File: src/rtl/cpu_clk_pkg.sv
package cpu_clk_pkg;

    typedef struct packed {
        logic       core_stop;
        logic       pll_off;
        logic       osc_off;
        logic       src_pll;
        logic [3:0] code;
    } spd_t;

    localparam logic [7:0] SPD_RESET = 8'h06;
    localparam int unsigned CODE_W   = 4;

    function automatic logic [CODE_W-1:0] code_to_div(input logic [CODE_W-1:0] c);
        if (c >= 4'd13) return 4'd1;
        return c + 4'd2;
    endfunction

endpackage

File: src/rtl/clk_div_sel.sv
module clk_div_sel
    import cpu_clk_pkg::*;
#(
    parameter int unsigned DIV_W = 4
) (
    input  logic [CODE_W-1:0] code,
    input  logic              in_flash,
    input  logic [DIV_W-1:0]  flash_min,
    output logic [DIV_W-1:0]  eff_div
);
    logic [DIV_W-1:0] prog_div;

    always_comb begin
        prog_div = DIV_W'(code_to_div(code));
        if (in_flash && (flash_min > prog_div)) eff_div = flash_min;
        else                                    eff_div = prog_div;
    end
endmodule

File: src/rtl/clk_cadence.sv
module clk_cadence #(
    parameter int unsigned DIV_W = 4
) (
    input  logic             clk,
    input  logic             rst_n,
    input  logic             run,
    input  logic             boundary,
    input  logic [DIV_W-1:0] next_div,
    output logic             core_en
);
    typedef struct packed {
        logic [DIV_W-1:0] cnt;
        logic [DIV_W-1:0] div;
    } cad_t;

    cad_t st_d, st_q;

    assign core_en = run && (st_q.cnt == (st_q.div - DIV_W'(1)));

    always_comb begin
        st_d = st_q;
        if (run) begin
            if (core_en) begin
                st_d.cnt = '0;
                if (boundary) st_d.div = next_div;
            end else begin
                st_d.cnt = st_q.cnt + DIV_W'(1);
            end
        end
    end

    always_ff @(posedge clk or negedge rst_n) begin
        if (!rst_n) begin
            st_q.cnt <= '0;
            st_q.div <= '1;
        end else begin
            st_q <= st_d;
        end
    end
endmodule

File: src/rtl/clk_wake_seq.sv
module clk_wake_seq
    import cpu_clk_pkg::*;
#(
    parameter int unsigned WUD_W     = 3,
    parameter int unsigned SRC_STALL = 3
) (
    input  logic             clk,
    input  logic             rst_n,
    input  logic             we,
    input  spd_t             old_v,
    input  spd_t             new_v,
    input  logic [WUD_W-1:0] osc_wud,
    input  logic [WUD_W-1:0] pll_wud,
    output logic             suspended
);
    localparam int unsigned CNT_W = (1 << WUD_W) + 4;

    typedef struct packed {
        logic [CNT_W-1:0] cnt;
    } wk_t;

    wk_t st_d, st_q;
    logic osc_wake, pll_wake, src_swap;

    assign suspended = (st_q.cnt != '0);

    always_comb begin
        osc_wake = we && old_v.osc_off && !new_v.osc_off;
        pll_wake = we && old_v.pll_off && !new_v.pll_off;
        src_swap = we && (old_v.src_pll != new_v.src_pll);
        st_d     = st_q;
        if (osc_wake)      st_d.cnt = CNT_W'(1) << (32'(osc_wud) + 4);
        else if (pll_wake) st_d.cnt = CNT_W'(1) << (32'(pll_wud) + 4);
        else if (src_swap) st_d.cnt = CNT_W'(SRC_STALL);
        else if (suspended) st_d.cnt = st_q.cnt - CNT_W'(1);
    end

    always_ff @(posedge clk or negedge rst_n) begin
        if (!rst_n) st_q <= '0;
        else        st_q <= st_d;
    end
endmodule

File: src/rtl/cpu_clk_ctrl.sv
module cpu_clk_ctrl
    import cpu_clk_pkg::*;
#(
    parameter int unsigned DIV_W     = 4,
    parameter int unsigned WUD_W     = 3,
    parameter int unsigned SRC_STALL = 3
) (
    input  logic             clk,
    input  logic             rst_n,
    input  logic             spd_we,
    input  logic [7:0]       spd_wdata,
    input  logic             instr_done,
    input  logic             in_flash,
    input  logic [DIV_W-1:0] flash_min_div,
    input  logic [WUD_W-1:0] osc_wud,
    input  logic [WUD_W-1:0] pll_wud,
    output logic [7:0]       spd_rdata,
    output logic             core_en,
    output logic             sys_en,
    output logic             suspended
);
    typedef struct packed {
        spd_t spd;
    } top_t;

    top_t st_d, st_q;
    logic [DIV_W-1:0] eff_div;
    logic src_live, run;

    always_comb begin
        st_d = st_q;
        if (spd_we) st_d.spd = spd_t'(spd_wdata);
    end

    always_ff @(posedge clk or negedge rst_n) begin
        if (!rst_n) st_q.spd <= spd_t'(SPD_RESET);
        else        st_q     <= st_d;
    end

    assign spd_rdata = st_q.spd;
    assign src_live  = !st_q.spd.osc_off && !(st_q.spd.src_pll && st_q.spd.pll_off);
    assign sys_en    = !suspended && src_live;
    assign run       = sys_en && !st_q.spd.core_stop;

    clk_div_sel #(.DIV_W(DIV_W)) u_sel (
        .code      (st_d.spd.code),
        .in_flash  (in_flash),
        .flash_min (flash_min_div),
        .eff_div   (eff_div)
    );

    clk_cadence #(.DIV_W(DIV_W)) u_cad (
        .clk      (clk),
        .rst_n    (rst_n),
        .run      (run),
        .boundary (instr_done),
        .next_div (eff_div),
        .core_en  (core_en)
    );

    clk_wake_seq #(.WUD_W(WUD_W), .SRC_STALL(SRC_STALL)) u_wake (
        .clk       (clk),
        .rst_n     (rst_n),
        .we        (spd_we),
        .old_v     (st_q.spd),
        .new_v     (st_d.spd),
        .osc_wud   (osc_wud),
        .pll_wud   (pll_wud),
        .suspended (suspended)
    );
endmodule

File: config.mk
export PLATFORM = sky130hd
export DESIGN_NAME = cpu_clk_ctrl
export DESIGN_NICKNAME = d
export VERILOG_FILES = /design/src/rtl/cpu_clk_pkg.sv /design/src/rtl/clk_div_sel.sv /design/src/rtl/clk_cadence.sv /design/src/rtl/clk_wake_seq.sv /design/src/rtl/cpu_clk_ctrl.sv
export SDC_FILE = /design/constraint.sdc
export NUM_CORES = 1
export LEC_CHECK = 0
export BUFFER_PORTS_ARGS = -buffer_cell sky130_fd_sc_hd__buf_4
export CELL_PAD_IN_SITES_DETAIL_PLACEMENT = 0
export CELL_PAD_IN_SITES_GLOBAL_PLACEMENT = 1
export CORE_MARGIN = 2
export CORE_UTILIZATION = 46
export DETAILED_ROUTE_END_ITERATION = 6
export PLACE_DENSITY_LB_ADDON = 0.1
export SLEW_MARGIN = 0
export SYNTH_ARGS = -nofsm -noshare
export SYNTH_HDL_FRONTEND = slang
export SYNTH_HIERARCHICAL = 1
export SYNTH_SLANG_ARGS = --single-unit
File: constraint.sdc
create_clock -name clk -period 7.45 [get_ports clk]
set_clock_uncertainty 0.1 [all_clocks]
set_input_delay 0.745 -clock clk [delete_from_list [all_inputs] [get_ports clk]]
set_output_delay 0.745 -clock clk [all_outputs]
set_load 0.03 [all_outputs]
==> reports/results.txt, run 1 <==
dpl hpwl: 3460 um
commonest non-fill, non-tap cells in the layout: buf_4, dfrtp_1, inv_1
Wirelength per Cell: 16.1 um
syn_area_per_cell: 10.3 um2
internal power: 382 uW
pin count of the biggest net entering global routing: 29
max-slew violations: 0
Die X-Extent: 68.3 um
Crit path required time: 6.61 ns
Initial DRT Pass Iterations: 4
syn nets: 216
dpl ws: 3.69 ns
synthesized netlist cell count: 184
Post-CTS Setup Inserts: 0
unrepaired setup endpoints after global routing: false
DRT iter0 DRCs: 76
post-route ant nets: 0
flops & latches, synth: 28
CP cell instances: nor3_1, nand4_1, a2111oi_2, nand3_1, nor3_1, buf_4
post-synthesis sequential area ratio: 37.2%
Fin. Hold Viols: 0
Worst Max-Slew Pin Slew: 0.718 ns
Slew Limit Headroom: 51.8%
Gate power share: 43.1%
max_cap viols: 0
# diodes: 0
die area: 4670 um2
clock-pin slew on the worst setup and hold paths: 0.10 ns
Final setup viols: 0
CTS tree: yes
CTS root buffer: clkbuf_8
Pleak: 0.00102 uW
# IOs: 34
clock group share of total power: 19.3%
drt total wl: 4320 um
Via density: 5.71
Fmax: 243 MHz
Die Span Y: 68.3 um
GRT Total Usage: 20.3%
M1 GR Usage: 23.4%
total CTS buffers: 3
Hold Crit Class: in -> async
vias in the first global route: 1523
area grow syn2layout: 19.3%
Synth async-reset ratio: 100%
initial antenna violation count: 0
Fillers: 362
mapped cell area: 1900 um2
row cnt: 23
Top Usage Layer GRT: met2
Clock Latency Late Sink: 0.27 ns
CP max stage delay: 0.67 ns
Yosys cell types: 50
Final GP Congestion: 0.808
minimum clock period: 4.11 ns
CP max-delay cell: a2111oi_2
CP endpoint kind: output port
maximum vdd ir drop: 0.000110 V
gr ovfl total: 0
most common cell after layout, fill and taps aside: buf_4
Top delay family on crit path: simple AND/OR/NAND/NOR gates
fin crit share: 55.2%
yosys synthesis warning count: 6
routing usage on met3: 1.97%
# port buffers: 33
Pwr Density: 271 nW/um2
CP bufs+invs: 1
Setup Crit Path Kind: reg -> out
layout cells sized above 1: 31.5%
met2 Use GR: 37.9%
hold_buf cts: 0
DR vias: 1536
Post-route DRC: 0
Sw Share: 37.9%
Crit Path Max Fanout: 7
top_reg_cell synth: dfrtp_1
setup_tns: 0 ns
status: finished, final reports clean
Final nets: 252
CTS Sinks: 28
Starting Density: 47.6%
Core Region: 4000 um2
Sequential Power Share: 37.6%
Critical Path Start Type: register
final worst slack: 3.34 ns
first-pass GRT wire length: 7060 um
Psw: 233 uW
post-CTS sizing: 0
H-tree lvl count: 1
Clock Path Buffers: 2
most used cell, CP: nor3_1
arrival time at the worst endpoint: 3.26 ns
EDFF count, synth: 0
-- worst paths after layout --
check | start | endpoint | cells after the start | slack (ns)
setup / recovery | u_wake/st_q[3]$_DFFE_PN0P_ | core_en | 6 | 3.34
hold / removal | rst_n | spd_rdata[5]$_DFF_PN0_ | 1 | 0.28
max in group asynchronous | rst_n | spd_rdata[2]$_DFF_PN1_ | 1 | 6.66
setup reg to reg | u_wake/st_q[3]$_DFFE_PN0P_ | u_cad/st_q[2]$_DFFE_PN1P_ | 6 | 4.11
min in group clk | spd_rdata[3]$_DFF_PN0_ | spd_rdata[3]$_DFF_PN0_ | 1 | 0.47
hold reg to reg | spd_rdata[3]$_DFF_PN0_ | spd_rdata[3]$_DFF_PN0_ | 1 | 0.47
-- through the flow --
step           std cells  hold slack [ns]  area (um2)  power [uW]  utilization (%)
3_3_place_gp         265            0.441        2200         486             55.0
3_5_place_dp         265            0.450        2200         500             55.0
4_1_cts              269            0.284        2270         622             56.8
2_1_floorplan        184            0.349        1900         423                -
6_report             269            0.278        2270         615             56.8
5_1_grt              269            0.287        2270         659             56.8
-- cell usage after synthesis, types with 2 or more instances --
cell type / instances / share of area (%)
inv_1: 13 / 2.6
a221oi_1: 3 / 1.4
mux2i_1: 3 / 1.6
a31o_2: 2 / 0.92
nand2_1: 11 / 2.2
dfstp_2: 6 / 8.3
xor2_1: 8 / 3.7
a31oi_1: 2 / 0.66
nor2b_1: 5 / 1.6
o21ai_0: 4 / 1.1
dfrtp_1: 22 / 29
a21oi_1: 10 / 2.6
nor3_1: 6 / 1.6
o21a_1: 2 / 0.79
nor2_1: 12 / 2.4
nand4_1: 4 / 1.3
nand3_1: 7 / 1.8
nand3b_1: 3 / 1.2
nor4bb_1: 2 / 1.1
ha_1: 9 / 5.9
xnor2_1: 9 / 4.1
mux2_2: 5 / 3.0
mux2_4: 9 / 7.1
-- power by group through the flow --
stage	combinational [uW]	clock, uW	sequential (uW)
finish	265	119	231
global route	293	130	235
CTS	267	124	231
detailed placement	266	0	234
global placement	255	0	231
floorplan	190	0	233
-- worst register-to-register path, stage by stage (launching register included) --
cell       delay, ns
dfrtp_1         0.44
nor3_1          0.61
nand4_1         0.31
a2111oi_2       0.67
nand3_1         0.31
nor4b_4         0.45
mux2_2          0.38
-- kinds of logic after synthesis --
family / Yosys count / share of synthesized area, %
multiplexers: 17 / 11.6
adder cells (fa/ha/maj): 9 / 5.91
buffers and inverters: 15 / 3.35
AND/OR/NAND/NOR: 61 / 19.7
XOR/XNOR: 17 / 7.82
AO/OA/AOI/OAI: 37 / 14.4
flip-flops: 28 / 37.2
-- sequential cells by signal (all words and copies together), names as in the netlist --
name,count
u_cad/st_q,8
spd_rdata,8
u_wake/st_q,12
-- metal layers --
| metal | share of wire [%] | wire length (um) |
|---|---|---|
| met5 | 0 | 0 |
| met4 | 2.3 | 100 |
| met3 | 2.7 | 118 |
| met2 | 55 | 2370 |
| met1 | 40 | 1730 |
-- final cells by class --
cell class | instances | area (um2) | area share [%]
clock buffer | 3 | 41.3 | 1.82
clock inverter | 1 | 30.0 | 1.32
inverter | 13 | 48.8 | 2.15
multi-input combinational | 141 | 1130 | 49.9
sequential | 28 | 708 | 31.2
tap | 50 | 62.6 | 2.75
timing repair buffer | 33 | 248 | 10.9
Note: power is estimated with default switching activity, not from simulation.
==> inputs of run 2 (changes only) <==
--- a/config.mk
+++ b/config.mk
@@ -9,7 +9,7 @@
 export CELL_PAD_IN_SITES_DETAIL_PLACEMENT = 0
 export CELL_PAD_IN_SITES_GLOBAL_PLACEMENT = 1
 export CORE_MARGIN = 2
-export CORE_UTILIZATION = 46
+export CORE_UTILIZATION = 39
 export DETAILED_ROUTE_END_ITERATION = 6
 export PLACE_DENSITY_LB_ADDON = 0.1
 export SLEW_MARGIN = 0
==> constraint.sdc (replaced) <==
create_clock -name clk -period 3.6 [get_ports clk]
set_clock_uncertainty 0.1 [all_clocks]
set_input_delay 0.36 -clock clk [delete_from_list [all_inputs] [get_ports clk]]
set_output_delay 0.36 -clock clk [all_outputs]
set_load 0.03 [all_outputs]
==> run 2 against run 1 <==
Net effect:
- sequential power increased by 110%
- count of clock-buffer cells in the layout unchanged
- critical path depth up 1
- combinational power increased by 110%
- die area rose by 17%
- final cell count increased by 7.4%
- utilization shrank 7.6 points
- register-to-register slack got worse by 3.3 ns
- worst setup slack lost 2.8 ns
- worst hold slack worse by 0.065 ns
- cell area rose by 2.3%
- first-iteration DRC count is 7.9% higher
- largest power group unchanged
- highest routed layer unchanged
==> reports/results.txt, run 2 (synthesized netlist as in run 1, its figures left out) <==
Hold Crit Class: in -> reg
vias in the first global route: 1583 (+3.9%)
CTS root buffer: clkbuf_8
internal power: 802 uW (+110%)
Post-route DRC: 0 (unchanged)
arrival time at the worst endpoint: 2.64 ns (-0.62 ns)
maximum vdd ir drop: 0.000275 V (+150%)
Worst Max-Slew Pin Slew: 0.539 ns (-0.179 ns)
Crit path required time: 3.14 ns (-3.47 ns)
Crit Path Max Fanout: 7 (unchanged)
status: finished, final reports clean
first-pass GRT wire length: 7020 um (-0.48%)
Final GP Congestion: 0.924 (+14%)
fin util: 49.2% (-7.6 points)
clock group share of total power: 19.4% (about the same)
H-tree lvl count: 1 (unchanged)
drt total wl: 4300 um (-0.49%)
Critical Path Start Type: register
Fillers: 459 (+27%)
setup_tns: 0 ns (unchanged)
area grow syn2layout: 21.9%
CTS tree: yes
Via density: 5.28 (-7.5%)
wire length on met2: 2290 um (-3.3%)
clock-pin slew on the worst setup and hold paths: 0.10 ns (about the same)
Die Span Y: 73.9 um (+8.1%)
minimum clock period: 3.10 ns
max_cap viols: 0 (unchanged)
# port buffers: 33 (unchanged)
Fin. Hold Viols: 0 (unchanged)
pin count of the biggest net entering global routing: 29 (unchanged)
Clock Latency Late Sink: 0.27 ns (about the same)
Slew Limit Headroom: 63.6% (+12 points)
Sequential Power Share: 37.5% (about the same)
max reg flops: 12 (unchanged)
commonest non-fill, non-tap cells in the layout: buf_4, dfrtp_1, inv_1
Clock Path Buffers: 2 (unchanged)
Biggest register: u_wake/st_q
WL met1: 1750 um (+1.1%)
total CTS buffers: 3 (unchanged)
layout cells sized above 1: 32.4% (+0.93 points)
fin crit share: 86.1%
dpl hpwl: 3380 um (-2.4%)
gr ovfl total: 0 (unchanged)
Die X-Extent: 73.9 um (+8.1%)
DRT iter0 DRCs: 82 (+7.9%)
# diodes: 0 (unchanged)
uppermost routed layer: met4
WL met3: 169 um (+43%)
CP endpoint kind: output port
Wirelength per Cell: 14.9 um (-7.4%)
Initial DRT Pass Iterations: 4 (unchanged)
die area: 5460 um2 (+17%)
max-slew violations: 0 (unchanged)
Core Region: 4720 um2 (+18%)
initial antenna violation count: 0 (unchanged)
GRT Total Usage: 16.7% (-3.6 points)
Pwr Density: 550 nW/um2 (+100%)
post-CTS sizing: 0 (unchanged)
Final setup viols: 0 (unchanged)
Psw: 476 uW (+100%)
Pleak: 0.00103 uW (+1.5%)
DR vias: 1526 (-0.65%)
Sw Share: 37.2% (-0.67 points)
most common cell after layout, fill and taps aside: buf_4
unrepaired setup endpoints after global routing: false
Starting Density: 40.3% (-7.3 points)
row cnt: 25 (+8.7%)
CTS Sinks: 28 (unchanged)
# IOs: 34 (unchanged)
Final nets: 255 (+1.2%)
Gate power share: 43.1% (about the same)
Fmax: 323 MHz
post-route ant nets: 0 (unchanged)
Setup Crit Path Kind: reg -> out
run 2: cell count changes in the layout (fill, tap and decap cells not counted):
cell	previous run	this run
nor3_2	1	2
nor3_1	6	5
buf_4	33	35
dlygate4sd3_1	0	1
run 2: what timing repair did:
action                                 4_1_cts  5_1_grt
hold buffers                                 1        0
setup buffers                                0        0
endpoints found under the hold margin       22        0
run 2: path summary, 6_finish.rpt:
path                                                 start                          end  slack (ns)  cells past startpoint
worst max-delay path            u_wake/st_q[5]$_DFFE_PN0P_                      core_en        0.50                      7
worst min-delay path                          spd_wdata[7]       spd_rdata[7]$_DFF_PN0_        0.21                      2
worst max register to register  u_wake/st_q[5]$_DFFE_PN0P_    u_cad/st_q[0]$_DFFE_PN1P_        0.78                      7
worst min register to register      spd_rdata[0]$_DFF_PN0_       spd_rdata[0]$_DFF_PN0_        0.48                      1
max in group asynchronous                            rst_n    u_cad/st_q[3]$_DFFE_PN1P_        2.64                      2
min in group asynchronous                            rst_n  u_wake/st_q[10]$_DFFE_PN0P_        0.45                      2
run 2: through the flow:
step / worst slack (ns) / total power (uW) / hold WS (ns) / instances / area (um2)
CTS: 0.461 / 1290 / 0.199 / 289 / 2320
global placement: 0.723 / 1030 / 0.205 / 284 / 2240
floorplan: 0.265 / 876 / -0.0356 / 184 / 1910
global route: 0.244 / 1380 / 0.201 / 289 / 2320
finish: 0.500 / 1280 / 0.212 / 289 / 2320
detailed placement: 0.664 / 1040 / 0.207 / 284 / 2240
run 2: cell type report:
class                      count  area (um2)  share of cell area (%)
clock buffer                   3        41.3                    1.78
clock inverter                 1        30.0                    1.29
inverter                      13        48.8                    2.10
multi-input combinational    141        1140                    49.0
sequential                    28         708                    30.5
tap                           67        83.8                    3.61
timing repair buffer          36         273                    11.7
run 2: worst max-delay path, stage by stage (launching register included):
cell	delay [ns]
dfrtp_1	0.45
nor4_2	0.48
nand4_1	0.26
a2111oi_2	0.33
buf_4	0.20
nand3_1	0.16
nor3_2	0.29
buf_4	0.21
run 2: routing by layer:
layer  up-vias  global-route usage (%)
li1        746                       -
met1       738                    18.7
met2        34                    31.2
met3         8                    3.70
met4         0                    4.85
met5         -                       0
run 2: power by group through the flow:
stage / clock network, uW / logic [uW] / registers, uW
floorplan: 0 / 394 / 482
global placement: 0 / 542 / 483
detailed placement: 0 / 552 / 485
CTS: 259 / 555 / 480
global route: 269 / 617 / 490
finish: 248 / 551 / 479
==> inputs of run 3 (changes only) <==
--- a/config.mk
+++ b/config.mk
@@ -9,7 +9,7 @@
 export CELL_PAD_IN_SITES_DETAIL_PLACEMENT = 0
 export CELL_PAD_IN_SITES_GLOBAL_PLACEMENT = 1
 export CORE_MARGIN = 2
-export CORE_UTILIZATION = 39
+export CORE_UTILIZATION = 35
 export DETAILED_ROUTE_END_ITERATION = 6
 export PLACE_DENSITY_LB_ADDON = 0.1
 export SLEW_MARGIN = 0
==> run 3 against run 2 <==
Net effect:
- clock power decreased by 27%
- largest cell class unchanged
- final cell count increased by 1.4%
- worst setup slack got worse by 0.17 ns
- register-to-register slack got worse by 0.16 ns
- global-route usage decreased by 0.66 points
- wire length increased by 2.9%
- count of clock-buffer cells in the layout increased by 1
- critical endpoint unchanged
==> reports/results.txt, run 3 (synthesized netlist as in run 1, its figures left out) <==
CTS root buffer: clkbuf_8
Die X-Extent: 77.8 um (+5.3%)
initial antenna violation count: 0 (unchanged)
fin crit share: 90.8% (+4.7 points)
# diodes: 0 (unchanged)
Fin. Hold Viols: 0 (unchanged)
Post-route DRC: 0 (unchanged)
Final GP Congestion: 0.842 (-8.9%)
Crit path required time: 3.14 ns (about the same)
Final setup viols: 0 (unchanged)
clock group share of total power: 14.7% (-4.7 points)
post-route ant nets: 0 (unchanged)
fin util: 44.6% (-4.6 points)
Top delay family on crit path: simple AND/OR/NAND/NOR gates
Final nets: 256 (+0.39%)
Core Region: 5170 um2 (+9.5%)
Pwr Density: 531 nW/um2 (-3.6%)
CP endpoint kind: output port
GRT Total Usage: 16.0% (-0.66 points)
max-slew violations: 0 (unchanged)
row cnt: 26 (+4.0%)
dpl cell area: 2250 um2 (+0.50%)
Register-to-Register Setup Slack: 0.62 ns (-0.16 ns)
Post-CTS Setup Inserts: 0 (unchanged)
Clock Latency Late Sink: 0.28 ns (about the same)
Sw Share: 39.2% (+2.0 points)
arrival time at the worst endpoint: 2.81 ns (+0.17 ns)
Wirelength per Cell: 15.1 um (+1.5%)
pin count of the biggest net entering global routing: 29 (unchanged)
vias in the first global route: 1608 (+1.6%)
Crit Path Max Fanout: 7 (unchanged)
commonest non-fill, non-tap cells in the layout: buf_4, dfrtp_1, inv_1
# IOs: 34 (unchanged)
Initial DRT Pass Iterations: 4 (unchanged)
hold_ws: 0.213 ns (+0.000571 ns)
total CTS buffers: 3 (unchanged)
Slew Limit Headroom: 65.7% (+2.1 points)
CP bufs+invs: 3 (+1)
Die Span Y: 77.8 um (+5.3%)
dpl ws: 0.640 ns (-0.0241 ns)
minimum clock period: 3.27 ns (+0.170 ns)
Critical Path Start Type: register
Setup Crit Path Kind: reg -> out
CTS tree: yes
r2r endpoint: u_cad/st_q[3]$_DFFE_PN1P_
Sequential Power Share: 38.8% (+1.3 points)
# port buffers: 33 (unchanged)
Worst Hold Depth: 2 (unchanged)
Reg2Reg Depth: 8 (+1)
CP max-delay cell: dfrtp_1
Clock Path Buffers: 2 (unchanged)
H-tree lvl count: 1 (unchanged)
Finished Cell Area: 2310 um2 (-0.65%)
layout cells sized above 1: 32.3% (-0.15 points)
area grow syn2layout: 21.2%
gr ovfl total: 0 (unchanged)
unrepaired setup endpoints after global routing: false
min-delay src: spd_wdata[7]
Biggest register: u_wake/st_q
max reg flops: 12 (unchanged)
most used cell, CP: buf_4
reg-to-reg startpoint: u_wake/st_q[5]$_DFFE_PN0P_
DR vias: 1539 (+0.85%)
Gate power share: 46.5% (+3.4 points)
CP max stage delay: 0.45 ns (-0.03 ns)
max_cap viols: 0 (unchanged)
CP cell instances: nor4_2, buf_4, nand4_1, a2111oi_2, buf_4, nand3_1, nor3_2, buf_4
internal power: 744 uW (-7.3%)
drt total wl: 4420 um (+2.9%)
Via density: 5.25 (-0.52%)
die area: 6050 um2 (+11%)
Hold Path End: spd_rdata[7]$_DFF_PN0_
dpl hpwl: 3420 um (+1.4%)
Psw: 480 uW (+0.94%)
clock-pin slew on the worst setup and hold paths: 0.10 ns (about the same)
most common cell after layout, fill and taps aside: buf_4
Hold Crit Class: in -> reg
Fmax: 306 MHz (-5.2%)
Pleak: 0.00103 uW (-0.78%)
final worst slack: 0.331 ns (-0.170 ns)
setup_tns: 0 ns (unchanged)
DRT iter0 DRCs: 86 (+4.9%)
Starting Density: 36.8% (-3.5 points)
maximum vdd ir drop: 0.000240 V (-13%)
Worst Max-Slew Pin Slew: 0.507 ns (-0.0317 ns)
status: finished, final reports clean
CTS Sinks: 28 (unchanged)
first-pass GRT wire length: 7690 um (+9.5%)
==> run 3: layer usage <==
metal,track usage [%],up-vias,routed length [um]
met4,4.29,0,77
li1,-,756,-
met1,19.7,750,1870
met3,3.02,6,128
met5,0,-,0
met2,28.5,27,2350
==> run 3: worst max-delay path by stage <==
stage	start	endpoint	slack, ns	cells past startpoint
after global placement	spd_we	u_cad/st_q[0]$_DFFE_PN1P_	0.73	10
final	u_wake/st_q[5]$_DFFE_PN0P_	core_en	0.33	8
after detailed placement	u_wake/st_q[5]$_DFFE_PN0P_	u_cad/st_q[2]$_DFFE_PN1P_	0.64	8
after global routing	u_wake/st_q[5]$_DFFE_PN0P_	core_en	0.1	8
after floorplan	u_wake/st_q[3]$_DFFE_PN0P_	core_en	0.26	5
after CTS	u_wake/st_q[5]$_DFFE_PN0P_	core_en	0.33	8
==> run 3: repair_timing <==
item	4_1_cts	5_1_grt
endpoints found under the hold margin	22	0
resized for setup	0	0
hold buffers	1	0
==> run 3: power by group through the flow <==
stage / Combinational [uW] / Clock [uW] / Sequential (uW)
2_1_floorplan: 394 / 0 / 482
3_3_place_gp: 556 / 0 / 479
3_5_place_dp: 569 / 0 / 481
4_1_cts: 574 / 190 / 475
5_1_grt: 639 / 208 / 489
6_report: 569 / 181 / 475
==> run 3: final cells by class <==
class	count	area [um2]
Fill cell	498	2870
Tap cell	70	87.6
Inverter	13	48.8
Timing Repair Buffer	37	280
Sequential cell	28	708
Clock buffer	4	45.0
Multi-Input combinational cell	141	1140
==> run 3: per-stage QoR <==
| step | std cells | power, uW |
|---|---|---|
| final | 293 | 1220 |
| after global routing | 293 | 1340 |
| after CTS | 293 | 1240 |
| after detailed placement | 288 | 1050 |
| after global placement | 288 | 1030 |
| after floorplan | 184 | 876 |
==> run 3: worst reg2reg max path, cell delays in order (launching register included) <==
cell and delay, ns:
dfrtp_1 0.45, nor4_2 0.31, buf_4 0.18, nand4_1 0.22, a2111oi_2 0.44, buf_4 0.23, nand3_1 0.17, nor4b_4 0.43
mux2_2 0.38
